`config.mk`:
```
export PLATFORM = sky130hd
export DESIGN_NAME = sync_serial_rx
export DESIGN_NICKNAME = d
export VERILOG_FILES = /design/src/rtl/srx_pkg.sv /design/src/rtl/srx_datapath.sv /design/src/rtl/srx_ctrl.sv /design/src/rtl/sync_serial_rx.sv
export SDC_FILE = /design/constraint.sdc
export NUM_CORES = 1
export LEC_CHECK = 0
export BUFFER_PORTS_ARGS = -buffer_cell sky130_fd_sc_hd__buf_2
export CAP_MARGIN = 20
export CORE_ASPECT_RATIO = 1.75
export CORE_MARGIN = 2
export CORE_UTILIZATION = 35
export CTS_CLUSTER_SIZE = 28
export DETAILED_ROUTE_END_ITERATION = 8
export PLACE_DENSITY = 0.49
export SYNTH_ARGS = -nofsm -noshare
export SYNTH_HDL_FRONTEND = slang
export SYNTH_SLANG_ARGS = --single-unit
export TNS_END_PERCENT = 30
```
`constraint.sdc`:
```
create_clock -name clk -period 3.1 [get_ports clk]
set_clock_uncertainty 0.15 [all_clocks]
set_input_delay 0.31 -clock clk [delete_from_list [all_inputs] [get_ports clk]]
set_output_delay 0.31 -clock clk [all_outputs]
set_load 0.01 [all_outputs]
```
`src/rtl/srx_pkg.sv`:
```
package srx_pkg;
  typedef enum logic [1:0] {
    ADDR_DATA  = 2'd0,
    ADDR_CTRL  = 2'd1,
    ADDR_FLAGS = 2'd2,
    ADDR_COUNT = 2'd3
  } reg_addr_e;

  typedef struct packed {
    logic shift;    // sample one bit into the shift register
    logic dataBit;  // synchronized serial data value
    logic push;     // move completed word into FIFO
    logic pop;      // remove oldest FIFO entry
  } rx_strobe_t;
endpackage

```
`src/rtl/srx_datapath.sv`:
```
module srx_datapath #(
  parameter int DATA_W = 8,
  parameter int DEPTH  = 16,
  localparam int PTR_W = $clog2(DEPTH),
  localparam int CNT_W = PTR_W + 1
) (
  input  logic                 clk,
  input  logic                 rstN,
  input  srx_pkg::rx_strobe_t  strb,
  output logic [DATA_W-1:0]    fifoHead,
  output logic [CNT_W-1:0]     fifoCount,
  output logic [DATA_W-1:0]    shiftWord
);
  logic [DATA_W-1:0] mem [DEPTH];
  logic [PTR_W-1:0]  wrPtr, rdPtr;
  logic [DATA_W-1:0] nextWord;

  assign nextWord = {strb.dataBit, shiftWord[DATA_W-1:1]};
  assign fifoHead = mem[rdPtr];

  function automatic logic [PTR_W-1:0] bump(input logic [PTR_W-1:0] p);
    return (p == PTR_W'(DEPTH - 1)) ? '0 : p + 1'b1;
  endfunction

  always_ff @(posedge clk or negedge rstN) begin
    if (!rstN) shiftWord <= '0;
    else if (strb.shift) shiftWord <= nextWord;
  end

  always_ff @(posedge clk) begin
    if (strb.push) mem[wrPtr] <= nextWord;
  end

  always_ff @(posedge clk or negedge rstN) begin
    if (!rstN) begin
      wrPtr     <= '0;
      rdPtr     <= '0;
      fifoCount <= '0;
    end else begin
      if (strb.push) wrPtr <= bump(wrPtr);
      if (strb.pop)  rdPtr <= bump(rdPtr);
      case ({strb.push, strb.pop})
        2'b10:   fifoCount <= fifoCount + 1'b1;
        2'b01:   fifoCount <= fifoCount - 1'b1;
        default: fifoCount <= fifoCount;
      endcase
    end
  end
endmodule

```
`src/rtl/srx_ctrl.sv`:
```
module srx_ctrl #(
  parameter int DATA_W = 8,
  parameter int DEPTH  = 16,
  localparam int PTR_W = $clog2(DEPTH),
  localparam int CNT_W = PTR_W + 1,
  localparam int BIT_W = $clog2(DATA_W)
) (
  input  logic                 clk,
  input  logic                 rstN,
  input  logic                 serClk,
  input  logic                 serData,
  input  logic                 regWrEn,
  input  logic                 regRdEn,
  input  logic [1:0]           regAddr,
  input  logic [7:0]           regWrData,
  output logic [7:0]           regRdData,
  input  logic [DATA_W-1:0]    fifoHead,
  input  logic [CNT_W-1:0]     fifoCount,
  output srx_pkg::rx_strobe_t  strb,
  output logic                 rdfFlag,
  output logic                 ovrFlag,
  output logic [CNT_W-1:0]     trigLevel,
  output logic                 rxIe,
  output logic                 errIe,
  output logic                 irqRxFull,
  output logic                 irqOverrun
);
  import srx_pkg::*;

  logic [2:0]       clkSync;
  logic [1:0]       dataSync;
  logic [7:0]       ctrlReg;
  logic [BIT_W-1:0] bitCnt;
  logic             rxOn, clkRise, frameEnd, fifoFull, setOvr;
  logic             wrFlags, clrRdf, clrOvr;

  assign rxOn      = ctrlReg[0];
  assign rxIe      = ctrlReg[1];
  assign errIe     = ctrlReg[2];
  assign trigLevel = CNT_W'(ctrlReg[7:4]) + 1'b1;

  assign clkRise  = clkSync[1] & ~clkSync[2];
  assign fifoFull = (fifoCount == CNT_W'(DEPTH));
  assign frameEnd = strb.shift && (bitCnt == BIT_W'(DATA_W - 1));
  assign setOvr   = frameEnd && fifoFull;

  assign wrFlags = regWrEn && (regAddr == ADDR_FLAGS);
  assign clrRdf  = wrFlags && !regWrData[0];
  assign clrOvr  = wrFlags && !regWrData[1];

  always_comb begin
    strb.shift   = clkRise && rxOn && !ovrFlag;
    strb.dataBit = dataSync[1];
    strb.push    = frameEnd && !fifoFull;
    strb.pop     = regRdEn && (regAddr == ADDR_DATA) && (fifoCount != '0);
  end

  always_ff @(posedge clk or negedge rstN) begin
    if (!rstN) begin
      clkSync  <= '0;
      dataSync <= '0;
    end else begin
      clkSync  <= {clkSync[1:0], serClk};
      dataSync <= {dataSync[0], serData};
    end
  end

  always_ff @(posedge clk or negedge rstN) begin
    if (!rstN)                bitCnt <= '0;
    else if (!rxOn || ovrFlag) bitCnt <= '0;
    else if (strb.shift)      bitCnt <= (frameEnd) ? '0 : bitCnt + 1'b1;
  end

  always_ff @(posedge clk or negedge rstN) begin
    if (!rstN) begin
      ctrlReg <= '0;
      rdfFlag <= 1'b0;
      ovrFlag <= 1'b0;
    end else begin
      if (regWrEn && (regAddr == ADDR_CTRL)) ctrlReg <= regWrData;
      if (fifoCount >= trigLevel) rdfFlag <= 1'b1;
      else if (clrRdf)            rdfFlag <= 1'b0;
      if (setOvr)      ovrFlag <= 1'b1;
      else if (clrOvr) ovrFlag <= 1'b0;
    end
  end

  always_comb begin
    case (regAddr)
      ADDR_DATA:  regRdData = 8'(fifoHead);
      ADDR_CTRL:  regRdData = ctrlReg;
      ADDR_FLAGS: regRdData = {6'd0, ovrFlag, rdfFlag};
      default:    regRdData = 8'(fifoCount);
    endcase
  end

  assign irqRxFull  = rdfFlag && rxIe;
  assign irqOverrun = ovrFlag && (rxIe || errIe);
endmodule

```
`src/rtl/sync_serial_rx.sv`:
```
module sync_serial_rx #(
  parameter int DATA_W = 8,
  parameter int DEPTH  = 16,
  localparam int CNT_W = $clog2(DEPTH) + 1
) (
  input  logic       clk,
  input  logic       rstN,
  input  logic       serClk,
  input  logic       serData,
  input  logic       regWrEn,
  input  logic       regRdEn,
  input  logic [1:0] regAddr,
  input  logic [7:0] regWrData,
  output logic [7:0] regRdData,
  output logic       irqRxFull,
  output logic       irqOverrun
);
  srx_pkg::rx_strobe_t strb;
  logic [DATA_W-1:0]   fifoHead, shiftWord;
  logic [CNT_W-1:0]    fifoCount, trigLevel;
  logic                rdfFlag, ovrFlag, rxIe, errIe;

  srx_ctrl #(.DATA_W(DATA_W), .DEPTH(DEPTH)) uCtrl (
    .clk(clk), .rstN(rstN), .serClk(serClk), .serData(serData),
    .regWrEn(regWrEn), .regRdEn(regRdEn), .regAddr(regAddr),
    .regWrData(regWrData), .regRdData(regRdData),
    .fifoHead(fifoHead), .fifoCount(fifoCount), .strb(strb),
    .rdfFlag(rdfFlag), .ovrFlag(ovrFlag), .trigLevel(trigLevel),
    .rxIe(rxIe), .errIe(errIe),
    .irqRxFull(irqRxFull), .irqOverrun(irqOverrun)
  );

  srx_datapath #(.DATA_W(DATA_W), .DEPTH(DEPTH)) uData (
    .clk(clk), .rstN(rstN), .strb(strb),
    .fifoHead(fifoHead), .fifoCount(fifoCount), .shiftWord(shiftWord)
  );
endmodule

```
==> metrics.md <==
| Metric | Value |
|---|---|
| EDFF count, synth | roughly 130 |
| Status | complete, no violations |
| Pre-antenna DRT Iters | 4 |
| CORE AREA | 20100 um^2 |
| CTS H-tree lvls | 4 |
| Combinational power share | 0.220 |
| Initial antenna violation count | 0 |
| Final Cycle Share | 0.942 |
| Net Sw Frac | 0.306 |
| Buffers and inverters on the worst path | 2 |
| Arr. time, crit path | between 2000 and 2500 ps |
| Chip height | ~190 um |
| Final Max Slew Viols | 0 |
| HP Class | in -> reg |
| Pleak | a little over 0.003 uW |
| Post-Route Setup TNS | 0 ps |
| Share of post-route cells with drive strength above 1 | 0.292 |
| Die footprint | about 21000 um^2 |
| # fillers | about 1800 |
| Rows | 69 |
| Die width | 112 um |
| Most common flop cell mapped by yosys | edfxtp_1 |
| Flops & latches, synth | about 170 |
| DRT Wirelength | around 17000 um |
| Sequential area share after synthesis | 0.675 |
| Top-count cell post-synth | edfxtp_1 |
| Syn. warnings | 0 |
| Worst Path Max Fanout | 16 |
| Worst-path clk slew | approximately 70 ps |
| Fmax | around 340 MHz |
| Relative slew slack | 0.409 |
| Post-synth top cells | edfxtp_1 (128), dfrtp_1 (38), mux2_2 (23) |
| GRT Overall Usage | 0.167 |
| Setup crit end kind | output port |
| Pwr dens | 802 nW/um^2 |
| CP cell instances | buf_4, mux4_2, mux2i_1, o211ai_1, buf_2 |
| Initial Util | 0.353 |
| # Post-CTS Setup Buffers | 0 |
| Pwr Total | 6700 uW |
| Critical path type | reg -> out |
| Crit-path max cell delay | 540 ps |
| I/O pin count | 26 |
| Sw power | 2050 uW |
| GPL Wtd Cong | roughly 0.8 |
| Post-layout min period | between 2000 and 3000 ps |
| Design Area, Final | 8360 um^2 |
| Clock power share | 0.312 |
| Worst Path Required | 2640 ps |
| Peak VDD IR | slightly above 400 uV |
| Asr flop ratio synth | 0.229 |
| Internal cell power | between 4000 and 5000 uW |
| Clk sinks | 166 |
| Wire per inst | 22.9 um |
| Cell Area, Placed | 7670 um^2 |
| Synth Net Count | 461 |
| Nature of the critical path startpoint | flop |
| Post-synthesis cell count | about 430 |
| Final ANT Viol Nets | 0 |
| Reg area | between 4000 and 5000 um^2 |
| Final #Nets | between 500 and 600 |
| Vias in the first global route | just over 4000 |
| Distinct cell type count after synthesis | 54 |
| Worst skew pair latency | around 430 ps |
| Seq pwr share | 0.468 |
| Final core occ | 0.415 |
| Clock buffer depth | 2 |
| Worst hold slack | between 150 and 200 ps |
| # diodes | 0 |
| Crit-path slowest cell | mux4_2 |
| Area of the mapped netlist | between 7000 and 8000 um^2 |
| Layout overhead on the synthesized area | 17.7% |
| Via density | approximately 5.2 |
| Vias | a little under 4000 |
| IO buf count | 25 |
| Final hold vios | 0 |
| Area share of the largest cell type after synthesis | 0.541 |
| Leading area contributor after synthesis | edfxtp_1 |
| CTS Buf Count | 17 |
| Synth Area per Inst | ~17 um^2 |
| Final setup vio count | 0 |
| Top cell family by delay on the critical path | multiplexers |
| Post-DP HPWL | about 12000 um |
| Grt total ovfl | 0 |
| CTS root buf | clkbuf_16 |
| Largest net degree at the start of global routing | 23 |
| Worst-Margin Slew | around 900 ps |
| CTS tree | done |
| Max-cap viol count | 0 |
| DRC Markers | 0 |
| Area occupied by multi-input gates | 2180 um^2 |
| Unrepaired setup endpoints after global routing | no |
| Largest cells by area after synthesis | edfxtp_1 (54%), dfrtp_1 (13%), mux4_2 (7.0%), mux2_2 (3.6%), mux2i_1 (3.1%) |
| First-pass GRT wire length | about 26000 um |
| Initial DRC Count | between 200 and 300 |
==> worst paths after layout <==
path                            cells past startpoint  slack, ps                 end          startpoint
max in group asynchronous                           3       1980      uData.rdPtr[1]                rstN
worst min-delay path                                4        160       uCtrl.ovrFlag             regWrEn
worst max register to register                     10        320  uData.fifoCount[4]  uData.fifoCount[2]
worst max-delay path                                5        180        regRdData[4]      uData.rdPtr[0]
min in group asynchronous                           2        180  uData.fifoCount[3]                rstN
worst min register to register                      0        200   uCtrl.dataSync[1]   uCtrl.dataSync[0]
==> metal layers <==
metal / vias up / global-route usage / share of wire
met5: - / 0 / 0
li1: 1798 / - / -
met4: 0 / 0.0831 / 0.029
met2: 82 / 0.309 / 0.55
met3: 21 / 0.0270 / 0.028
met1: 2011 / 0.185 / 0.39
==> tightest hold or removal path, stage by stage <==
cell,delay (ps)
buf_2,110
nand3b_1,100
o21ai_0,90
o31ai_1,90
==> cell type report <==
type,instances,area share
flip-flops and latches,166,0.574
multi-input cells,229,0.261
repair buffers,64,0.0533
clock buffers,18,0.0514
well taps,248,0.0371
clock inverters,14,0.0180
inverters,12,0.00539
==> logic make-up (layout without fill, tap and decap cells) <==
kind of cell	Yosys count	count (layout)	synth area share
flip-flops	166	166	0.675
multiplexers	69	69	0.141
adder cells (fa/ha/maj)	16	16	0.0282
buffers and inverters	34	108	0.0222
AO/OA/AOI/OAI	58	58	0.0585
XOR/XNOR	11	11	0.0136
AND/OR/NAND/NOR	75	75	0.0608
==> flip-flops by register name, indices dropped and copies added, names as in the netlist <==
name	count
uCtrl.bitCnt	3
uCtrl.clkSync	3
uData.wrPtr	4
uCtrl.dataSync	2
uData.rdPtr	4
uData.fifoCount	5
uData.mem	128
uData.shiftWord	7
uCtrl.ovrFlag	1
uCtrl.rdfFlag	1
uCtrl.ctrlReg	8
==> layout by cell type (no fill, tap or decap), types with 3 or more instances in the layout <==
cell type      count
clkbuf_16         17
nor2_1             9
buf_2             25
nor4_2             4
nor2b_1            7
nand2_1           16
mux2i_1           22
inv_6              3
mux2_2            23
xor2_1             6
nor4b_1            3
xnor2_1            5
a21oi_1            9
nor3_1             7
ha_1              16
o21ai_1            4
a31oi_1            4
and3_1             5
dlygate4sd3_1     11
edfxtp_1         128
a22oi_1            5
clkinv_4           4
a22o_1             5
inv_1             11
buf_4             28
dfrtp_1           36
o21ai_0           10
o211ai_1           5
nand3_1            7
mux4_2            22
nor3b_1            3
==> power groups by stage <==
stage          clock (uW)  combinational, uW  sequential (uW)
6_report             2090               1470             3140
5_1_grt              2220               1600             3190
4_1_cts              2130               1500             3150
3_5_place_dp            0               1480             3200
3_3_place_gp            0               1480             3180
2_1_floorplan           0               1180             2910
==> metrics by stage <==
stage / cells / worst slack, ps
after floorplan: 429 / 216
after global placement: 708 / 378
after detailed placement: 708 / 340
after CTS: 751 / 97.8
after global routing: 751 / 70.9
final: 751 / 179
==> timing repair <==
item,in CTS,in global routing
endpoints found under the setup margin,1,0
gates resized for setup,1,0
hold buffers,11,0
endpoints found under the hold margin,22,0
Note: power is estimated with default switching activity, not from simulation.
